--- src/rtl/cpr_pkg.sv ---
package cpr_pkg;
    parameter int CW     = 3;
    parameter int FLOW_W = 4;
    parameter int PRIO_W = 2;
    localparam int WORD_W = 2 + PRIO_W + FLOW_W + 2 * CW;

    typedef enum logic [1:0] {
        PK_IDLE  = 2'b00,
        PK_SETUP = 2'b01,
        PK_TEAR  = 2'b10,
        PK_BLOCK = 2'b11
    } pkt_kind_e;

    typedef struct packed {
        pkt_kind_e         kind;
        logic [PRIO_W-1:0] prio;
        logic [FLOW_W-1:0] flow;
        logic [CW-1:0]     dx;
        logic [CW-1:0]     dy;
    } ctl_word_t;

    typedef logic [1:0] port_t;

    localparam port_t P_N = 2'd0;
    localparam port_t P_E = 2'd1;
    localparam port_t P_S = 2'd2;
    localparam port_t P_W = 2'd3;

    typedef struct packed {
        logic [3:0] need_on;
        logic [3:0] need_off;
    } elem_use_t;

    // element states demanded by a connection from port i to port o
    function automatic elem_use_t elem_need(input port_t i, input port_t o);
        elem_use_t r;
        r = '0;
        if (o == port_t'(i + 2'd2)) begin
            r.need_off[i] = 1'b1;
        end else if (o == port_t'(i + 2'd1)) begin
            r.need_on[i] = 1'b1;
        end else if (o == port_t'(i + 2'd3)) begin
            r.need_on[i] = 1'b1;
            r.need_on[o] = 1'b1;
        end
        return r;
    endfunction

    // dimension order: X first, then Y, then the ejection port
    function automatic port_t xy_route(input ctl_word_t wd, input logic [CW-1:0] mx,
                                       input logic [CW-1:0] my, input port_t ej);
        if (wd.dx > mx)      return P_E;
        else if (wd.dx < mx) return P_W;
        else if (wd.dy > my) return P_N;
        else if (wd.dy < my) return P_S;
        else                 return ej;
    endfunction
endpackage

--- src/rtl/cpr_arbiter.sv ---
module cpr_arbiter
    import cpr_pkg::*;
(
    input  logic                   clk,
    input  logic                   rst,
    input  logic [3:0]             req,
    input  logic [3:0][PRIO_W-1:0] prio,
    output logic                   gnt_valid,
    output port_t                  gnt_idx
);
    port_t ptr;

    always_comb begin
        port_t             idx;
        logic [PRIO_W-1:0] best;
        gnt_valid = 1'b0;
        gnt_idx   = ptr;
        best      = '0;
        for (int k = 0; k < 4; k++) begin
            idx = port_t'(ptr + port_t'(k));
            if (req[idx] && (!gnt_valid || prio[idx] > best)) begin
                gnt_valid = 1'b1;
                gnt_idx   = idx;
                best      = prio[idx];
            end
        end
    end

    always_ff @(posedge clk) begin
        if (rst)            ptr <= P_N;
        else if (gnt_valid) ptr <= port_t'(gnt_idx + 2'd1);
    end
endmodule

--- src/rtl/cpr_table.sv ---
module cpr_table
    import cpr_pkg::*;
(
    input  logic                   clk,
    input  logic                   rst,
    input  logic                   set_en,
    input  port_t                  set_in,
    input  port_t                  set_out,
    input  logic [FLOW_W-1:0]      set_flow,
    input  logic [3:0]             clr_mask,
    output logic [3:0]             slot_vld,
    output port_t [3:0]            slot_out,
    output logic [3:0][FLOW_W-1:0] slot_flow,
    output logic [3:0]             held_on,
    output logic [3:0]             held_off
);
    // one slot per entry port: a port can source only one circuit
    for (genvar s = 0; s < 4; s++) begin : g_slot
        always_ff @(posedge clk) begin
            if (rst) begin
                slot_vld[s]  <= 1'b0;
                slot_out[s]  <= P_N;
                slot_flow[s] <= '0;
            end else if (clr_mask[s]) begin
                slot_vld[s]  <= 1'b0;
            end else if (set_en && set_in == port_t'(s)) begin
                slot_vld[s]  <= 1'b1;
                slot_out[s]  <= set_out;
                slot_flow[s] <= set_flow;
            end
        end
    end

    always_comb begin
        elem_use_t u;
        held_on  = '0;
        held_off = '0;
        for (int s = 0; s < 4; s++) begin
            u = elem_need(port_t'(s), slot_out[s]);
            if (slot_vld[s]) begin
                held_on  = held_on  | u.need_on;
                held_off = held_off | u.need_off;
            end
        end
    end
endmodule

--- src/rtl/cpr_router.sv ---
module cpr_router
    import cpr_pkg::*;
#(
    parameter int MY_X       = 2,
    parameter int MY_Y       = 2,
    parameter int EJECT_PORT = 2
) (
    input  logic                   clk,
    input  logic                   rst,
    input  logic [3:0]             in_valid,
    input  logic [3:0][WORD_W-1:0] in_word,
    output logic [3:0]             in_ready,
    output logic [3:0]             out_valid,
    output logic [3:0][WORD_W-1:0] out_word,
    output logic                   err_orphan,
    output logic [3:0]             pse_on
);
    localparam logic [CW-1:0] MX = CW'(MY_X);
    localparam logic [CW-1:0] MY = CW'(MY_Y);
    localparam port_t         EJ = port_t'(EJECT_PORT);

    ctl_word_t                w [4];
    port_t     [3:0]          rt;
    elem_use_t                need [4];
    logic      [3:0]          is_set, is_tear, is_other;
    logic      [3:0]          out_busy, grantable, req;
    logic      [3:0]          tear_hit, tear_fwd, blk_ok;
    port_t     [3:0]          tear_slot;
    logic      [3:0][PRIO_W-1:0] prio_v;
    logic                     gnt_valid;
    port_t                    gnt_idx, win_port;
    logic      [3:0]          slot_vld, held_on, held_off;
    port_t     [3:0]          slot_out;
    logic      [3:0][FLOW_W-1:0] slot_flow;
    logic      [3:0]          nxt_v;
    ctl_word_t                nxt_w [4];
    logic                     nxt_err;

    // parse and route every port
    always_comb begin
        for (int p = 0; p < 4; p++) begin
            w[p]        = ctl_word_t'(in_word[p]);
            is_set[p]   = in_valid[p] && w[p].kind == PK_SETUP;
            is_tear[p]  = in_valid[p] && w[p].kind == PK_TEAR;
            is_other[p] = in_valid[p] && !is_set[p] && !is_tear[p];
            rt[p]       = xy_route(w[p], MX, MY, EJ);
            need[p]     = elem_need(port_t'(p), rt[p]);
            prio_v[p]   = w[p].prio;
        end
    end

    // admission against the state held at the start of the cycle
    always_comb begin
        out_busy = '0;
        for (int s = 0; s < 4; s++)
            if (slot_vld[s]) out_busy[slot_out[s]] = 1'b1;
        for (int p = 0; p < 4; p++)
            grantable[p] = is_set[p] && rt[p] != port_t'(p) && !slot_vld[p]
                           && !out_busy[rt[p]]
                           && (need[p].need_on & held_off) == 4'b0
                           && (need[p].need_off & held_on) == 4'b0;
    end

    // teardown matching on exit port and flow
    always_comb begin
        tear_fwd = '0;
        for (int p = 0; p < 4; p++) begin
            tear_hit[p]  = 1'b0;
            tear_slot[p] = P_N;
            for (int s = 0; s < 4; s++)
                if (is_tear[p] && slot_vld[s] && slot_out[s] == port_t'(p)
                    && slot_flow[s] == w[p].flow) begin
                    tear_hit[p]  = 1'b1;
                    tear_slot[p] = port_t'(s);
                end
            if (tear_hit[p]) tear_fwd[tear_slot[p]] = 1'b1;
        end
        for (int p = 0; p < 4; p++) req[p] = grantable[p] && !tear_fwd[rt[p]];
    end

    cpr_arbiter u_arb (
        .clk       (clk),
        .rst       (rst),
        .req       (req),
        .prio      (prio_v),
        .gnt_valid (gnt_valid),
        .gnt_idx   (gnt_idx)
    );

    assign win_port = rt[gnt_idx];

    always_comb begin
        for (int p = 0; p < 4; p++) begin
            blk_ok[p] = is_set[p] && !grantable[p] && !tear_fwd[p]
                        && !(gnt_valid && win_port == port_t'(p));
            in_ready[p] = is_tear[p] || is_other[p] || blk_ok[p]
                          || (gnt_valid && gnt_idx == port_t'(p));
        end
    end

    cpr_table u_tab (
        .clk       (clk),
        .rst       (rst),
        .set_en    (gnt_valid),
        .set_in    (gnt_idx),
        .set_out   (win_port),
        .set_flow  (w[gnt_idx].flow),
        .clr_mask  (tear_fwd),
        .slot_vld  (slot_vld),
        .slot_out  (slot_out),
        .slot_flow (slot_flow),
        .held_on   (held_on),
        .held_off  (held_off)
    );

    assign pse_on = held_on;

    // outgoing words: teardown forwards, winner, blocked replies
    always_comb begin
        nxt_v   = '0;
        nxt_err = 1'b0;
        for (int p = 0; p < 4; p++) nxt_w[p] = '0;
        for (int p = 0; p < 4; p++) begin
            if (tear_hit[p]) begin
                nxt_v[tear_slot[p]] = 1'b1;
                nxt_w[tear_slot[p]] = w[p];
            end
            if (is_tear[p] && !tear_hit[p]) nxt_err = 1'b1;
        end
        if (gnt_valid) begin
            nxt_v[win_port] = 1'b1;
            nxt_w[win_port] = w[gnt_idx];
        end
        for (int p = 0; p < 4; p++)
            if (blk_ok[p]) begin
                nxt_v[p]      = 1'b1;
                nxt_w[p]      = w[p];
                nxt_w[p].kind = PK_BLOCK;
            end
    end

    always_ff @(posedge clk) begin
        if (rst) begin
            out_valid  <= '0;
            err_orphan <= 1'b0;
            for (int p = 0; p < 4; p++) out_word[p] <= '0;
        end else begin
            out_valid  <= nxt_v;
            err_orphan <= nxt_err;
            for (int p = 0; p < 4; p++) out_word[p] <= nxt_w[p];
        end
    end
endmodule

--- config.mk ---
export PLATFORM = sky130hd
export DESIGN_NAME = cpr_router
export DESIGN_NICKNAME = d
export VERILOG_FILES = /design/src/rtl/cpr_pkg.sv /design/src/rtl/cpr_arbiter.sv /design/src/rtl/cpr_table.sv /design/src/rtl/cpr_router.sv
export SDC_FILE = /design/constraint.sdc
export NUM_CORES = 1
export LEC_CHECK = 0
export ABC_CLOCK_PERIOD_IN_PS = 12700
export BUFFER_PORTS_ARGS = -buffer_cell sky130_fd_sc_hd__buf_4
export CAP_MARGIN = 0
export CORE_UTILIZATION = 25
export DETAILED_ROUTE_END_ITERATION = 16
export PLACE_DENSITY_LB_ADDON = 0.3
export SLEW_MARGIN = 15
export SYNTH_ARGS = -nofsm -noshare
export SYNTH_HDL_FRONTEND = slang
export SYNTH_SLANG_ARGS = --single-unit
--- constraint.sdc ---
create_clock -name clk -period 12.7 [get_ports clk]
set_input_delay 0.635 -clock clk [delete_from_list [all_inputs] [get_ports clk]]
set_output_delay 0.635 -clock clk [all_outputs]
set_load 0.01 [all_outputs]
Word-level counts from Yosys, hierarchy flattened --
Cells that the tools add are included.
Word-level totals: bits in registers 91, bits of input ports 62, output and inout port bits 69, logic and storage cells 584
Cells by class: $add $sub $neg 4, $lt $le $gt $ge 57, eq/ne operators 54, multiplexer cells 205, bitwise operators 32, reductions and logical operators 213
Operator list (count):
- $mux W56 | 5
- $bwmux W56 | 4
- $mux W14 | 11
- $demux W14 S2 | 5
- $logic_and A1 B1 Y1 | 133
- $mux W4 | 32
- $mux W1 | 78
- $mux W2 | 35
- $eq A4 B4 Y1 | 16
- $and A56 B56 Y56 | 1
- $lt A2 B3 Y1 const B | 18
- $eq A2 B2 Y1 const B | 22
- $or A4 B4 Y4 | 11
- $logic_not A1 Y1 | 39
- $logic_not A4 Y1 | 8
- $bmux W14 S2 | 1
- $demux W1 S2 | 13
- $eq A2 B1 Y1 const B | 13
- $ge A2 B1 Y1 const B | 13
- $bmux W1 S2 | 12
- $gt A3 B2 Y1 const B | 8
- $and A4 B4 Y4 | 5
- $bmux W2 S2 | 5
- $ge A3 B3 Y1 const B | 6
- 20 further kinds | 71

Depth between registers and ports, before layout --
depth after elaboration 48, mapped depth 44, depth with buffers taken out 40

Modules after synthesis --
A second synthesis with hierarchy kept.
Unflattened totals: cells, all modules 964, area, all modules 8039.0 µm²
Modules (own cells, without submodules):
- cpr_router | times used 1, cells each 746, area each 6009.5 µm², sequential area each 1221.2 µm²
- cpr_table | times used 1, cells each 120, area each 1256.2 µm², sequential area each 560.5 µm²
- cpr_arbiter | times used 1, cells each 98, area each 773.2 µm², sequential area each 40.0 µm²

Least setup slack after synthesis --
Ideal clock, no wire load.
kind input-to-output, start point input port in_word[22] (netlist name), end point output port in_ready[1], arrival 8.922 ns, path slack 3.143 ns, stages 38, buffers on the path 2, cells stage by stage buf_2 xor2_1 or4b_1 or2_1 nor3b_1 nor4_4 a2bb2oi_2 and2_1 a21boi_0 nand2_1 o21ai_0 nand3b_1 ha_1 nor2b_1 o21ai_0 inv_1 o211ai_1 a31oi_1 [... 2 more ...] nor2b_1 o21ai_0 a21oi_1 o211ai_1 o21ai_0 nor2_1 a21oi_1 ha_1 nor2b_1 o21ai_0 a31oi_4 a31oi_4 nor2_8 inv_2 mux4_2 or3_1 buf_2 a221o_1
Between the ends: longest elaborated chain between the ends 42, elaborated cells between the ends (all ways) 84, classes of those cells order compare (5); eq/ne (6); mux (40); bitwise (3); reduce/logical (30)
RTL lines:
- from (decl) | line cpr_router.sv:11 | input logic [3:0][WORD_W-1:0] in_word,
- $eq A4 B4 Y1 | line cpr_router.sv:72 | && slot_flow[s] == w[p].flow) begin
- $logic_and A1 B1 Y1 | line cpr_router.sv:72
- $mux W1 | line cpr_router.sv:71 | if (is_tear[p] && slot_vld[s] && slot_out[s] == port_t'(p)
- $mux W2 (2 in a row) | line cpr_router.sv:71
- $lt A2 B3 Y1 (implied by the code) or $ge A2 B1 Y1 (tied branches) | line cpr_router.sv:76 | if (tear_hit[p]) tear_fwd[tear_slot[p]] = 1'b1;
- $logic_and A1 B1 Y1 (implied by the code) | line cpr_router.sv:76
- $mux W1 (implied by the code) | line cpr_router.sv:76
- $demux W1 S2 | line cpr_router.sv:76
- [... 25 more ...]
- $bmux W2 S2 | line cpr_router.sv:90 | assign win_port = rt[gnt_idx];
- $mux W2 (implied by the code) | line cpr_router.sv:90
- $eq A2 B1 Y1 | line cpr_router.sv:95 | && !(gnt_valid && win_port == port_t'(p));
- $logic_and A1 B1 Y1 | line cpr_router.sv:95
- $logic_not A1 Y1 | line cpr_router.sv:95
- $logic_and A1 B1 Y1 | line cpr_router.sv:95
- $logic_or A1 B1 Y1 | line cpr_router.sv:96 | in_ready[p] = is_tear[p] || is_other[p] || blk_ok[p]
- $logic_or A1 B1 Y1 (*) | line cpr_router.sv:97 | || (gnt_valid && gnt_idx == port_t'(p));
- to (decl) | line cpr_router.sv:12 | output logic [3:0] in_ready,
Mark *: on every way between the ends. The rest lies on a longest branch, timed or not. The select of a mux whose other input is x is not followed.

Final worst setup path --
start point register u_tab.slot_vld[2], end point output port in_ready[3]
Between the ends: longest elaborated chain between the ends 43, elaborated cells between the ends (all ways) 166, classes of those cells order compare (11); eq/ne (2); mux (70); bitwise (14); reduce/logical (69)
RTL lines:
- from (decl) | line cpr_table.sv:11 | output logic [3:0] slot_vld,
- from (signal, indexed assignment) | line cpr_table.sv:21 | slot_vld[s] <= 1'b0;
- from (signal, indexed assignment) | line cpr_table.sv:25 | slot_vld[s] <= 1'b0;
- from (signal, indexed assignment) | line cpr_table.sv:27 | slot_vld[s] <= 1'b1;
- $logic_and A1 B1 Y1 (2 in a row) | line cpr_router.sv:71
- $logic_and A1 B1 Y1 | line cpr_router.sv:72
- $mux W2 (2 in a row) | line cpr_router.sv:71
- $lt A2 B3 Y1 (implied by the code) or $ge A2 B1 Y1 (tied branches) | line cpr_router.sv:76
- $logic_and A1 B1 Y1 (implied by the code) | line cpr_router.sv:76
- $mux W1 (implied by the code) | line cpr_router.sv:76
- $demux W1 S2 | line cpr_router.sv:76
- $mux W4 | line cpr_router.sv:76
- [... 25 more ...]
- $bmux W2 S2 | line cpr_router.sv:90
- $mux W2 (implied by the code) | line cpr_router.sv:90
- $eq A2 B2 Y1 | line cpr_router.sv:95
- $logic_and A1 B1 Y1 | line cpr_router.sv:95
- $logic_not A1 Y1 | line cpr_router.sv:95
- $logic_and A1 B1 Y1 | line cpr_router.sv:95
- $logic_or A1 B1 Y1 | line cpr_router.sv:96
- $logic_or A1 B1 Y1 (*) | line cpr_router.sv:97
Marks and branches as above.

==> impl_results.md <==
* Status: finished clean
* DPL Wire Length at 28800 um
* Initial antenna violation count at 0
* H-tree Lvls at 3
* Reg power frac at 0.278
* CTS tree: yes
* Part of the cycle the worst path needs at 0.928
* Buffers on Ports at 130
* Switching part of the total at 0.477
* Power per Cell Area at 158 nW/um^2
* Num CTS Buffers at 9
* Worst skew pair latency at 0.37 ns
* WHS Path Cells at 2
* Sequential share of the synthesized area at 0.225
* Crit-path max cell delay at 0.71 ns
* Unrepaired setup endpoints after global routing: false
* Vias in the first global route at 8708
* Largest net degree at the start of global routing at 84
* Via density at 5.98
* Final setup viols at 0
* P_leak at 0.00393 uW
* Gate power share at 0.541
* Placeable Area at 31700 um^2
* Normalized max-slew margin at 0.172
* Inserted Diodes at 0
* Final core occ at 0.306
* Site Rows at 65
* Max Cap Violations at 0
* Area growth, synth to finish at 20.0%
* Tmin final at 11.79 ns
* Clock skew at 0.0182 ns
* Syn Area/Cell at 7.57 um^2
* Fraction of layout cells with a size suffix above 1 at 0.186
* Die Y-Extent at 182 um
* Synthesized Nets at 1141
* Netlist cell types at 86
* Clk network pwr share at 0.181
* Setup TNS at 0 ns
* Hold Violations, Final at 0
* Reg2Reg Depth at 36
* Synth top area share at 0.225
* CP Depth at 39
* Sw Pwr at 729 uW
* Final layout net count at 1220
* Post-synth EDFFs at 0
* Critical-path top delay cell: mux4_2
* CP top delay family: compound AO/OA/AOI/OAI gates
* Detailed Route Iter0 Violations at 1362
* Antenna violation net count after detailed routing at 0
* Total Routing Usage GR at 0.227
* Synth Warn # at 0
* Primary FF master, synth: dfxtp_1
* First-pass GRT wire length at 56400 um
* Worst-path clk slew at 0.08 ns
* Post-Syn Area at 8090 um^2
* Die ar. at 33100 um^2
* DRC viols at 0
* Crit. End Element: output port
* Top Ports at 131
* Most frequent cell after synthesis: nand2_1
* Mapped Cells at 1069
* Num Clock Sinks at 91
* Clock tree buffer depth at 2
* Grt ovf at 0
* # Post-CTS Setup Buffers at 0
* Worst min-delay path category: reg2reg
* Worst Tran Pin Value at 1.23 ns
* Wire per inst at 24.6 um
* Synth area leader: dfxtp_1
* GPL Wtd Cong at 0.972
* Synth top area cells: dfxtp_1 23%, nand2_1 6.0%, nor2_1 4.6%, mux2i_1 4.3%, xor2_1 3.9%
* Initial Util at 0.255
* Fmax at 84.8 MHz
* Final hold slack at 0.573 ns
* Worst Path Buf+Inv at 3
* Post_cts resized at 0
* CP Launch Type: flop
* Internal power at 801 uW
* Worst path required time at 12.06 ns
* Final Max Slew Viols at 0
* Final Routed Wirelength at 38300 um
* Number of synthesized register bits at 91
* CP arrival at 11.15 ns
* Overall die width at 182 um
* First-pass DRT Iterations at 8
* Root Buffer Master: clkbuf_16
* CP Max Fanout at 18
* Vias at 9299
* Post-synth ARST share at 0
* Peak VDD IR at 0.0000761 V
* Hold buffers post-CTS at 0
* CP Class: reg2out
* Synth top cells by count: 130 x nand2_1, 100 x nor2_1, 91 x dfxtp_1
[placed cells by master, fill, tap and decap left out, types with 8 or more instances in the layout]
cell	n
buf_4	156
nand2_1	130
nor2_1	100
dfxtp_1	91
a21oi_1	60
xor2_1	36
mux2i_1	35
nand3_1	33
o21ai_0	33
a222oi_1	31
xnor2_1	29
a31oi_1	24
nor3_1	22
nand2b_1	20
nor4_1	20
nand3b_1	18
a22oi_1	18
a211oi_1	16
inv_1	16
nor2b_1	14
nor3b_1	14
nand4_1	13
and2_1	10
a311oi_1	10
ha_1	10
mux2_2	9
clkbuf_16	9
or4_1	8
[flip-flops by register name, indices dropped and copies added (netlist names)]
signal and cells:
err_orphan 1, out_word 56, u_tab.slot_out 8, out_valid 4, u_tab.slot_flow 16, u_arb.ptr 2
u_tab.slot_vld 4
[kinds of logic (layout without fill, tap and decap cells)]
group,after synthesis,in the layout,share of synthesized area
compound gates,291,291,0.265
xor+xnor,65,65,0.0704
simple gates,453,453,0.294
buf+inv,107,191,0.0548
flops,91,91,0.225
mux,52,52,0.0753
fa+ha+maj,10,10,0.0155
[stage by stage]
step | cell area, um^2 | setup slack, ns | total power (uW) | instances
after global routing | 9700 | 0.335 | 1610 | 1555
after floorplan | 8090 | 3.14 | 948 | 1069
after detailed placement | 9400 | 1.36 | 1230 | 1539
final | 9700 | 0.914 | 1530 | 1555
after global placement | 9400 | 1.66 | 1230 | 1539
after CTS | 9700 | 1.20 | 1510 | 1555
[per-layer routing]
layer	track usage	part of all wire	routed length (um)	up-vias
met3	0.0457	0.11	4350	107
met5	0	0	0	-
met4	0.0985	0.037	1420	0
li1	-	-	-	4166
met1	0.320	0.44	16900	4371
met2	0.332	0.41	15700	655
[power groups by stage]
stage	clock network (uW)	registers, uW	logic, uW
global placement	0	429	800
detailed placement	0	429	804
global route	295	432	887
floorplan	0	399	550
CTS	284	423	807
finish	277	425	827
[worst reg2reg max path: cells and delay by family (launching register included)]
family                     cells  cell delay (ns)
AOI/OAI and AO/OA             18             5.54
adders and majority gates      3             0.86
buffers and inverters          1             0.23
DFF                            1             0.47
and+or+nand+nor               14             3.98
[path summary, 6_finish.rpt]
| path | start | to | slack, ns |
|---|---|---|---|
| hold / removal | u_tab.slot_out[6] | u_tab.slot_out[6] | 0.57 |
| setup / recovery | u_tab.slot_vld[2] | in_ready[3] | 0.91 |
| setup reg to reg | u_tab.slot_vld[2] | out_word[1] | 1.46 |
| hold reg to reg | u_tab.slot_out[6] | u_tab.slot_out[6] | 0.57 |
[layout make-up]
| class | instances | area, um^2 |
|---|---|---|
| Fill cell | 3369 | 22000 |
| Tap cell | 402 | 503 |
| Sequential cell | 91 | 1820 |
| Inverter | 19 | 71.3 |
| Multi-Input combinational cell | 871 | 5840 |
| Timing Repair Buffer | 156 | 1170 |
| Clock buffer | 9 | 225 |
| Clock inverter | 7 | 76.3 |
(Power assumes the default switching activity.)
